<file path="config.mk">
export PLATFORM = sky130hd
export DESIGN_NAME = hpulse_gen
export DESIGN_NICKNAME = d
export VERILOG_FILES = /design/src/rtl/hpg_pkg.sv /design/src/rtl/hpg_line_counter.sv /design/src/rtl/hpg_ref_gen.sv /design/src/rtl/hpg_edge_pos.sv /design/src/rtl/hpg_pulse_chan.sv /design/src/rtl/hpulse_gen.sv
export SDC_FILE = /design/constraint.sdc
export NUM_CORES = 1
export LEC_CHECK = 0
export ABC_AREA = 1
export ABC_CLOCK_PERIOD_IN_PS = 3700
export CAP_MARGIN = 25
export CORE_UTILIZATION = 50
export DETAILED_ROUTE_END_ITERATION = 7
export PLACE_DENSITY = 0.87
export SLEW_MARGIN = 20
export SYNTH_ARGS = -nofsm -noshare
export SYNTH_HDL_FRONTEND = slang
export SYNTH_SLANG_ARGS = --single-unit
</file>
<file path="constraint.sdc">
create_clock -name clk -period 3.7 [get_ports clk]
set_input_delay 0.925 -clock clk [delete_from_list [all_inputs] [get_ports clk]]
set_output_delay 0.925 -clock clk [all_outputs]
set_load 0.03 [all_outputs]
</file>
<file path="src/rtl/hpg_pkg.sv">
// Package: shared types and default configuration values for the
// horizontal pulse generator.
// Assumes: coarse grid step equals 2**fine width, so a pixel position is
// the coarse value with the fine offset appended below it.
package hpg_pkg;

    // Edge-match results for one pulse channel on the coming count.
    typedef struct packed {
        logic rise_hit;
        logic fall_hit;
    } hpg_hits_t;

    // Default channel roles: bit i set means channel i honours fine offset.
    localparam logic [2:0] HPG_FINE_MASK_DEF = 3'b011;

    // Default width of the high phase of the reference pulse, in clocks.
    localparam int HPG_REF_LEN_DEF = 16;

endpackage

</file>
<file path="src/rtl/hpg_line_counter.sv">
// Line counter: divides the pixel clock by a programmable line length,
// or, in external mode, restarts on an external line strobe.
// Assumes: len_m1_i is stable across a line; reset value is all ones so
// the first active edge after reset produces count 0.
module hpg_line_counter #(
    parameter int CNT_W = 11
) (
    input  logic             clk,
    input  logic             rst_n,
    input  logic [CNT_W-1:0] len_m1_i,
    input  logic             ext_mode_i,
    input  logic             ext_ref_i,
    output logic [CNT_W-1:0] cnt_o,
    output logic [CNT_W-1:0] cnt_nx_o
);

    localparam logic [CNT_W-1:0] CNT_MAX = '1;
    localparam logic [CNT_W-1:0] CNT_ONE = CNT_W'(1);

    logic [CNT_W-1:0] cnt_q;
    logic [CNT_W-1:0] cnt_nx;

    // Next-count selection for both modes.
    always_comb begin
        if (ext_mode_i) begin
            if (ext_ref_i) begin
                cnt_nx = '0;
            end else if (cnt_q == CNT_MAX) begin
                cnt_nx = cnt_q;
            end else begin
                cnt_nx = cnt_q + CNT_ONE;
            end
        end else begin
            if (cnt_q >= len_m1_i) begin
                cnt_nx = '0;
            end else begin
                cnt_nx = cnt_q + CNT_ONE;
            end
        end
    end

    // Count register.
    always_ff @(posedge clk) begin
        if (!rst_n) begin
            cnt_q <= CNT_MAX;
        end else begin
            cnt_q <= cnt_nx;
        end
    end

    assign cnt_o    = cnt_q;
    assign cnt_nx_o = cnt_nx;

endmodule

</file>
<file path="src/rtl/hpg_ref_gen.sv">
// Reference pulse generator: drives the phase-detector reference high for
// the first REF_LEN counts of each line, and low in external mode where
// the reference arrives from outside instead.
// Assumes: REF_LEN is smaller than the shortest line in use.
module hpg_ref_gen #(
    parameter int CNT_W   = 11,
    parameter int REF_LEN = 16
) (
    input  logic             clk,
    input  logic             rst_n,
    input  logic [CNT_W-1:0] cnt_nx_i,
    input  logic             ext_mode_i,
    output logic             ref_o
);

    localparam logic [CNT_W-1:0] REF_END = REF_LEN[CNT_W-1:0];

    logic ref_q;

    // Register the reference so it lines up with the count register.
    always_ff @(posedge clk) begin
        if (!rst_n) begin
            ref_q <= 1'b0;
        end else begin
            ref_q <= !ext_mode_i && (cnt_nx_i < REF_END);
        end
    end

    assign ref_o = ref_q;

endmodule

</file>
<file path="src/rtl/hpg_edge_pos.sv">
// Edge position: turns a coarse grid value and a fine offset into a pixel
// position. Channels built without fine support force the offset to 0.
// Assumes: the coarse grid step is 2**FINE_W pixels.
module hpg_edge_pos #(
    parameter int POS_W    = 9,
    parameter int FINE_W   = 2,
    parameter bit USE_FINE = 1'b1
) (
    input  logic [POS_W-1:0]        coarse_i,
    input  logic [FINE_W-1:0]       fine_i,
    output logic [POS_W+FINE_W-1:0] pos_o
);

    localparam logic [FINE_W-1:0] FINE_KEEP = USE_FINE ? '1 : '0;

    // Append the (possibly masked) fine offset below the coarse value.
    assign pos_o = {coarse_i, fine_i & FINE_KEEP};

endmodule

</file>
<file path="src/rtl/hpg_pulse_chan.sv">
// Pulse channel: a set/clear state bit switched by two edge comparators
// on the coming count, then gated by the vertical window enable into a
// registered output.
// Assumes: both edges lie inside the active line; when the edges match
// together the clear wins, so equal positions never raise the pulse.
module hpg_pulse_chan #(
    parameter int POS_W    = 9,
    parameter int FINE_W   = 2,
    parameter bit USE_FINE = 1'b1
) (
    input  logic                    clk,
    input  logic                    rst_n,
    input  logic [POS_W+FINE_W-1:0] cnt_nx_i,
    input  logic [POS_W-1:0]        start_i,
    input  logic [POS_W-1:0]        stop_i,
    input  logic [FINE_W-1:0]       fine_i,
    input  logic                    en_i,
    output logic                    pulse_o
);

    import hpg_pkg::*;

    localparam int CNT_W = POS_W + FINE_W;

    logic [CNT_W-1:0] rise_pos;
    logic [CNT_W-1:0] fall_pos;
    hpg_hits_t        hits;
    logic             st_q;
    logic             st_nx;
    logic             pulse_q;

    hpg_edge_pos #(
        .POS_W   (POS_W),
        .FINE_W  (FINE_W),
        .USE_FINE(USE_FINE)
    ) i_rise_pos (
        .coarse_i(start_i),
        .fine_i  (fine_i),
        .pos_o   (rise_pos)
    );

    hpg_edge_pos #(
        .POS_W   (POS_W),
        .FINE_W  (FINE_W),
        .USE_FINE(USE_FINE)
    ) i_fall_pos (
        .coarse_i(stop_i),
        .fine_i  (fine_i),
        .pos_o   (fall_pos)
    );

    // Compare both edge positions against the coming count.
    always_comb begin
        hits.rise_hit = (cnt_nx_i == rise_pos);
        hits.fall_hit = (cnt_nx_i == fall_pos);
    end

    // Next window state: clear has priority over set.
    always_comb begin
        if (hits.fall_hit) begin
            st_nx = 1'b0;
        end else if (hits.rise_hit) begin
            st_nx = 1'b1;
        end else begin
            st_nx = st_q;
        end
    end

    // Window state and gated output registers.
    always_ff @(posedge clk) begin
        if (!rst_n) begin
            st_q    <= 1'b0;
            pulse_q <= 1'b0;
        end else begin
            st_q    <= st_nx;
            pulse_q <= st_nx && en_i;
        end
    end

    assign pulse_o = pulse_q;

endmodule

</file>
<file path="src/rtl/hpulse_gen.sv">
// Horizontal pulse generator top: one line counter, one reference pulse
// generator and NUM_CH gated pulse channels placed on a coarse grid with
// an optional fine offset per channel.
// Assumes: channel i uses fields [i*POS_W +: POS_W] of start_i/stop_i and
// [i*FINE_W +: FINE_W] of fine_i; FINE_MASK[i] selects fine support.
module hpulse_gen #(
    parameter int                POS_W     = 9,
    parameter int                FINE_W    = 2,
    parameter int                NUM_CH    = 3,
    parameter int                REF_LEN   = hpg_pkg::HPG_REF_LEN_DEF,
    parameter logic [NUM_CH-1:0] FINE_MASK = hpg_pkg::HPG_FINE_MASK_DEF
) (
    input  logic                       clk,
    input  logic                       rst_n,
    input  logic [POS_W+FINE_W-1:0]    line_len_m1_i,
    input  logic                       ext_mode_i,
    input  logic                       ext_ref_i,
    input  logic [NUM_CH*POS_W-1:0]    start_i,
    input  logic [NUM_CH*POS_W-1:0]    stop_i,
    input  logic [NUM_CH*FINE_W-1:0]   fine_i,
    input  logic [NUM_CH-1:0]          win_en_i,
    output logic                       ref_o,
    output logic [NUM_CH-1:0]          pulse_o
);

    localparam int CNT_W = POS_W + FINE_W;

    logic [CNT_W-1:0] line_cnt;
    logic [CNT_W-1:0] line_cnt_nx;

    hpg_line_counter #(
        .CNT_W(CNT_W)
    ) i_counter (
        .clk       (clk),
        .rst_n     (rst_n),
        .len_m1_i  (line_len_m1_i),
        .ext_mode_i(ext_mode_i),
        .ext_ref_i (ext_ref_i),
        .cnt_o     (line_cnt),
        .cnt_nx_o  (line_cnt_nx)
    );

    hpg_ref_gen #(
        .CNT_W  (CNT_W),
        .REF_LEN(REF_LEN)
    ) i_ref (
        .clk       (clk),
        .rst_n     (rst_n),
        .cnt_nx_i  (line_cnt_nx),
        .ext_mode_i(ext_mode_i),
        .ref_o     (ref_o)
    );

    // One pulse channel per output bit; the mask picks the fine variant.
    for (genvar ch = 0; ch < NUM_CH; ch++) begin : g_chan
        hpg_pulse_chan #(
            .POS_W   (POS_W),
            .FINE_W  (FINE_W),
            .USE_FINE(FINE_MASK[ch])
        ) i_chan (
            .clk     (clk),
            .rst_n   (rst_n),
            .cnt_nx_i(line_cnt_nx),
            .start_i (start_i[ch*POS_W +: POS_W]),
            .stop_i  (stop_i[ch*POS_W +: POS_W]),
            .fine_i  (fine_i[ch*FINE_W +: FINE_W]),
            .en_i    (win_en_i[ch]),
            .pulse_o (pulse_o[ch])
        );
    end

endmodule

</file>
==> impl_metrics.env <==
export IMPL_outcome="finished, final reports clean"
export IMPL_synth_main_ff_cell="dfxtp_1"
export IMPL_grt_overflow=0
export IMPL_fin_area_sq_mm=0.00353
export IMPL_min_from="g_chan[0].i_chan.st_q"
export IMPL_path_max_fanout=4
export IMPL_hold_path_class="reg -> reg"
export IMPL_ys_seq_area_frac=0.139
export IMPL_slew_viol_final=0
export IMPL_timing_final_crit_period_ps=3370
export IMPL_ios=82
export IMPL_nFillCells=428
export IMPL_syn_area_per_cell_sq_um=5.50
export IMPL_synth_edf_count=0
export IMPL_grt_pass1_wl_um=12000
export IMPL_grt_usage=0.285
export IMPL_setup_viol=0
export IMPL_max_slew_worst_pin_slew_ps=469
export IMPL_fmax_mhz=297
export IMPL_critPathLaunch="line_len_m1_i[2]"
export IMPL_wl_um=7660
export IMPL_cts_sinks=18
export IMPL_relSlewSlack=0.686
export IMPL_power_density_mw_per_mm2=269
export IMPL_p_leak_uw=0.00192
export IMPL_hold_viol_final=0
export IMPL_nets=648
export IMPL_layout_drive_gt1_share=0.0917
export IMPL_final_cell_mix="183 x nand2_1, 79 x clkdlybuf4s50_1, 68 x inv_1"
export IMPL_initial_core_util=0.535
export IMPL_arrival_ps=3580
export IMPL_diodes=0
export IMPL_mostFrequentLayoutCell="nand2_1"
export IMPL_cts_repair_resized=0
export IMPL_drtIter0Drc=234
export IMPL_power_frac_seq=0.243
export IMPL_endpoint_kind="register"
export IMPL_critPathRequiredTime_ps=3910
export IMPL_clkLatencyLatePin_ps=260
export IMPL_synthCells=472
export IMPL_start_kind="primary input"
export IMPL_p_sw_frac=0.450
export IMPL_clkTransAtPathRegs_ps=80
export IMPL_cts_max_path_buffers=2
export IMPL_grt_start_max_net_pins=14
export IMPL_wl_per_cell_um=12.3
export IMPL_viasPerCell=5.04
export IMPL_cts_root_buf="clkbuf_8"
export IMPL_cts_repair_timing_setup_buffer_count=0
export IMPL_worstRegToRegCells=14
export IMPL_rsz0062_at_grt="false"
export IMPL_gp_congestion=0.884
export IMPL_tns_ps=0
export IMPL_critPathKind="in -> reg"
export IMPL_hold_buffers=0
export IMPL_area_delta_synth_final_pct=36.0
export IMPL_synth_seq_cells=18
export IMPL_maxCapViolCount=0
export IMPL_die_x_um=74.1
export IMPL_yosys_warnings=0
export IMPL_pwr_share_comb=0.605
export IMPL_layout_cells_non_filler=623
export IMPL_placed_area_sq_mm=0.00349
export IMPL_p_int_uw=523
export IMPL_holdPathStages=4
export IMPL_numCtsBuffers=3
export IMPL_dieHeight_um=74.1
export IMPL_io_buffers=79
export IMPL_finalClockSkew_ps=12.8
export IMPL_vias=3140
export IMPL_antenna_left=0
export IMPL_dp_cells=620
export IMPL_ir_drop_mv=0.150
export IMPL_r2r_start="i_counter.cnt_o[1]"
export IMPL_drc=0
export IMPL_drt_first_pass_iters=5
export IMPL_grt_antenna_before_repair=0
export IMPL_grt_pass1_vias=2869
export IMPL_clkPwrFrac=0.152
export IMPL_dieArea_sq_mm=0.00548
export IMPL_async_reset_ff_frac=0
export IMPL_syn_area_sq_mm=0.00260
export IMPL_coreArea_sq_mm=0.00485
export IMPL_cts_tree="done"
export IMPL_period_share=0.911
export IMPL_htree_num_levels=1
export IMPL_p_sw_uw=427
export IMPL_ys_types=31
export IMPL_rows=25
export IMPL_syn_num_nets=562
export IMPL_hpwl_um=6070
==> registers in the layout, summed over array words and instances (netlist names) <==
signal / cells
g_chan.i_chan.pulse_o: 3
g_chan.i_chan.st_q: 3
i_counter.cnt_o: 11
i_ref.ref_o: 1
==> logic make-up (layout without fill, tap and decap cells) <==
group           Yosys count  count (layout)  share of synthesized area
simple gates            346             346                      0.619
buf+inv                  81             165                      0.127
flops                    18              18                      0.139
fa+ha+maj                12              12                     0.0578
compound gates            9               9                     0.0371
xor+xnor                  6               6                     0.0202
==> synthesized netlist by cell type (2+ instances only) <==
| master | instances | area, sq um |
|---|---|---|
| a21oi_1 | 3 | 15.0 |
| buf_2 | 2 | 10.0 |
| buf_4 | 4 | 30.0 |
| dfxtp_1 | 18 | 360 |
| ha_1 | 12 | 150 |
| inv_1 | 68 | 255 |
| inv_2 | 4 | 15.0 |
| nand2_1 | 183 | 687 |
| nand2_2 | 16 | 100 |
| nand2_4 | 7 | 78.8 |
| nand3_1 | 43 | 215 |
| nand3_2 | 2 | 20.0 |
| nand3b_1 | 30 | 225 |
| nor2_1 | 56 | 210 |
| nor2_2 | 2 | 12.5 |
| o21ai_4 | 3 | 48.8 |
| xnor2_1 | 2 | 17.5 |
| xor2_1 | 4 | 35.0 |
==> critical path, cell delays in order <==
cell and delay [ps]:
clkdlybuf4s50_1 460, inv_1 40, ha_1 300, nand2_1 90, nor2_1 50, nor2_1 130, inv_1 50, nand2_1 60
nand2_1 40, nor2_1 310, nand2_1 220, buf_4 200, nand3b_1 70, nand2_1 60, nand2_1 90, nor2_1 40
nand2_1 100, nor2_1 50, nor2_1 120, nand2_1 80, nor2_1 80
==> cell type report <==
cell class / count / area (sq um) / area share
flip-flops and latches: 18 / 360 / 0.102
multi-input cells: 373 / 1910 / 0.540
clock buffers: 3 / 41.3 / 0.0117
well taps: 67 / 83.8 / 0.0237
inverters: 73 / 274 / 0.0776
repair buffers: 89 / 866 / 0.245
==> final timing paths <==
| check | end | slack [ps] |
|---|---|---|
| worst max-delay path | g_chan[0].i_chan.pulse_o | 330 |
| worst min-delay path | g_chan[0].i_chan.st_q | 540 |
| worst max register to register | g_chan[1].i_chan.st_q | 890 |
| worst min register to register | g_chan[0].i_chan.st_q | 540 |
==> power groups by stage <==
stage                     combinational, uW  clock [uW]  sequential (uW)
after global routing                    636         154              233
final                                   575         145              231
after global placement                  546           0              233
after detailed placement                563           0              234
after floorplan                         368           0              228
after CTS                               568         145              229
==> layer usage <==
| metal | GRT usage | vias to the layer above | wire [um] |
|---|---|---|---|
| met5 | 0 | - | 0 |
| met4 | 0.122 | 0 | 136 |
| met3 | 0.0379 | 15 | 382 |
| met2 | 0.521 | 118 | 3830 |
| met1 | 0.329 | 1387 | 3310 |
| li1 | - | 1620 | - |
==> through the flow <==
stage / hold WS (ps) / setup WS (ps) / total power [uW] / utilization
3_3_place_gp: 505 / 119 / 779 / 0.720
3_5_place_dp: 530 / 70.9 / 797 / 0.720
2_1_floorplan: 485 / 923 / 596 / -
5_1_grt: 573 / 100 / 1020 / 0.729
4_1_cts: 547 / 357 / 942 / 0.729
6_report: 538 / 331 / 950 / 0.729
Note: power is estimated with default switching activity, not from simulation.
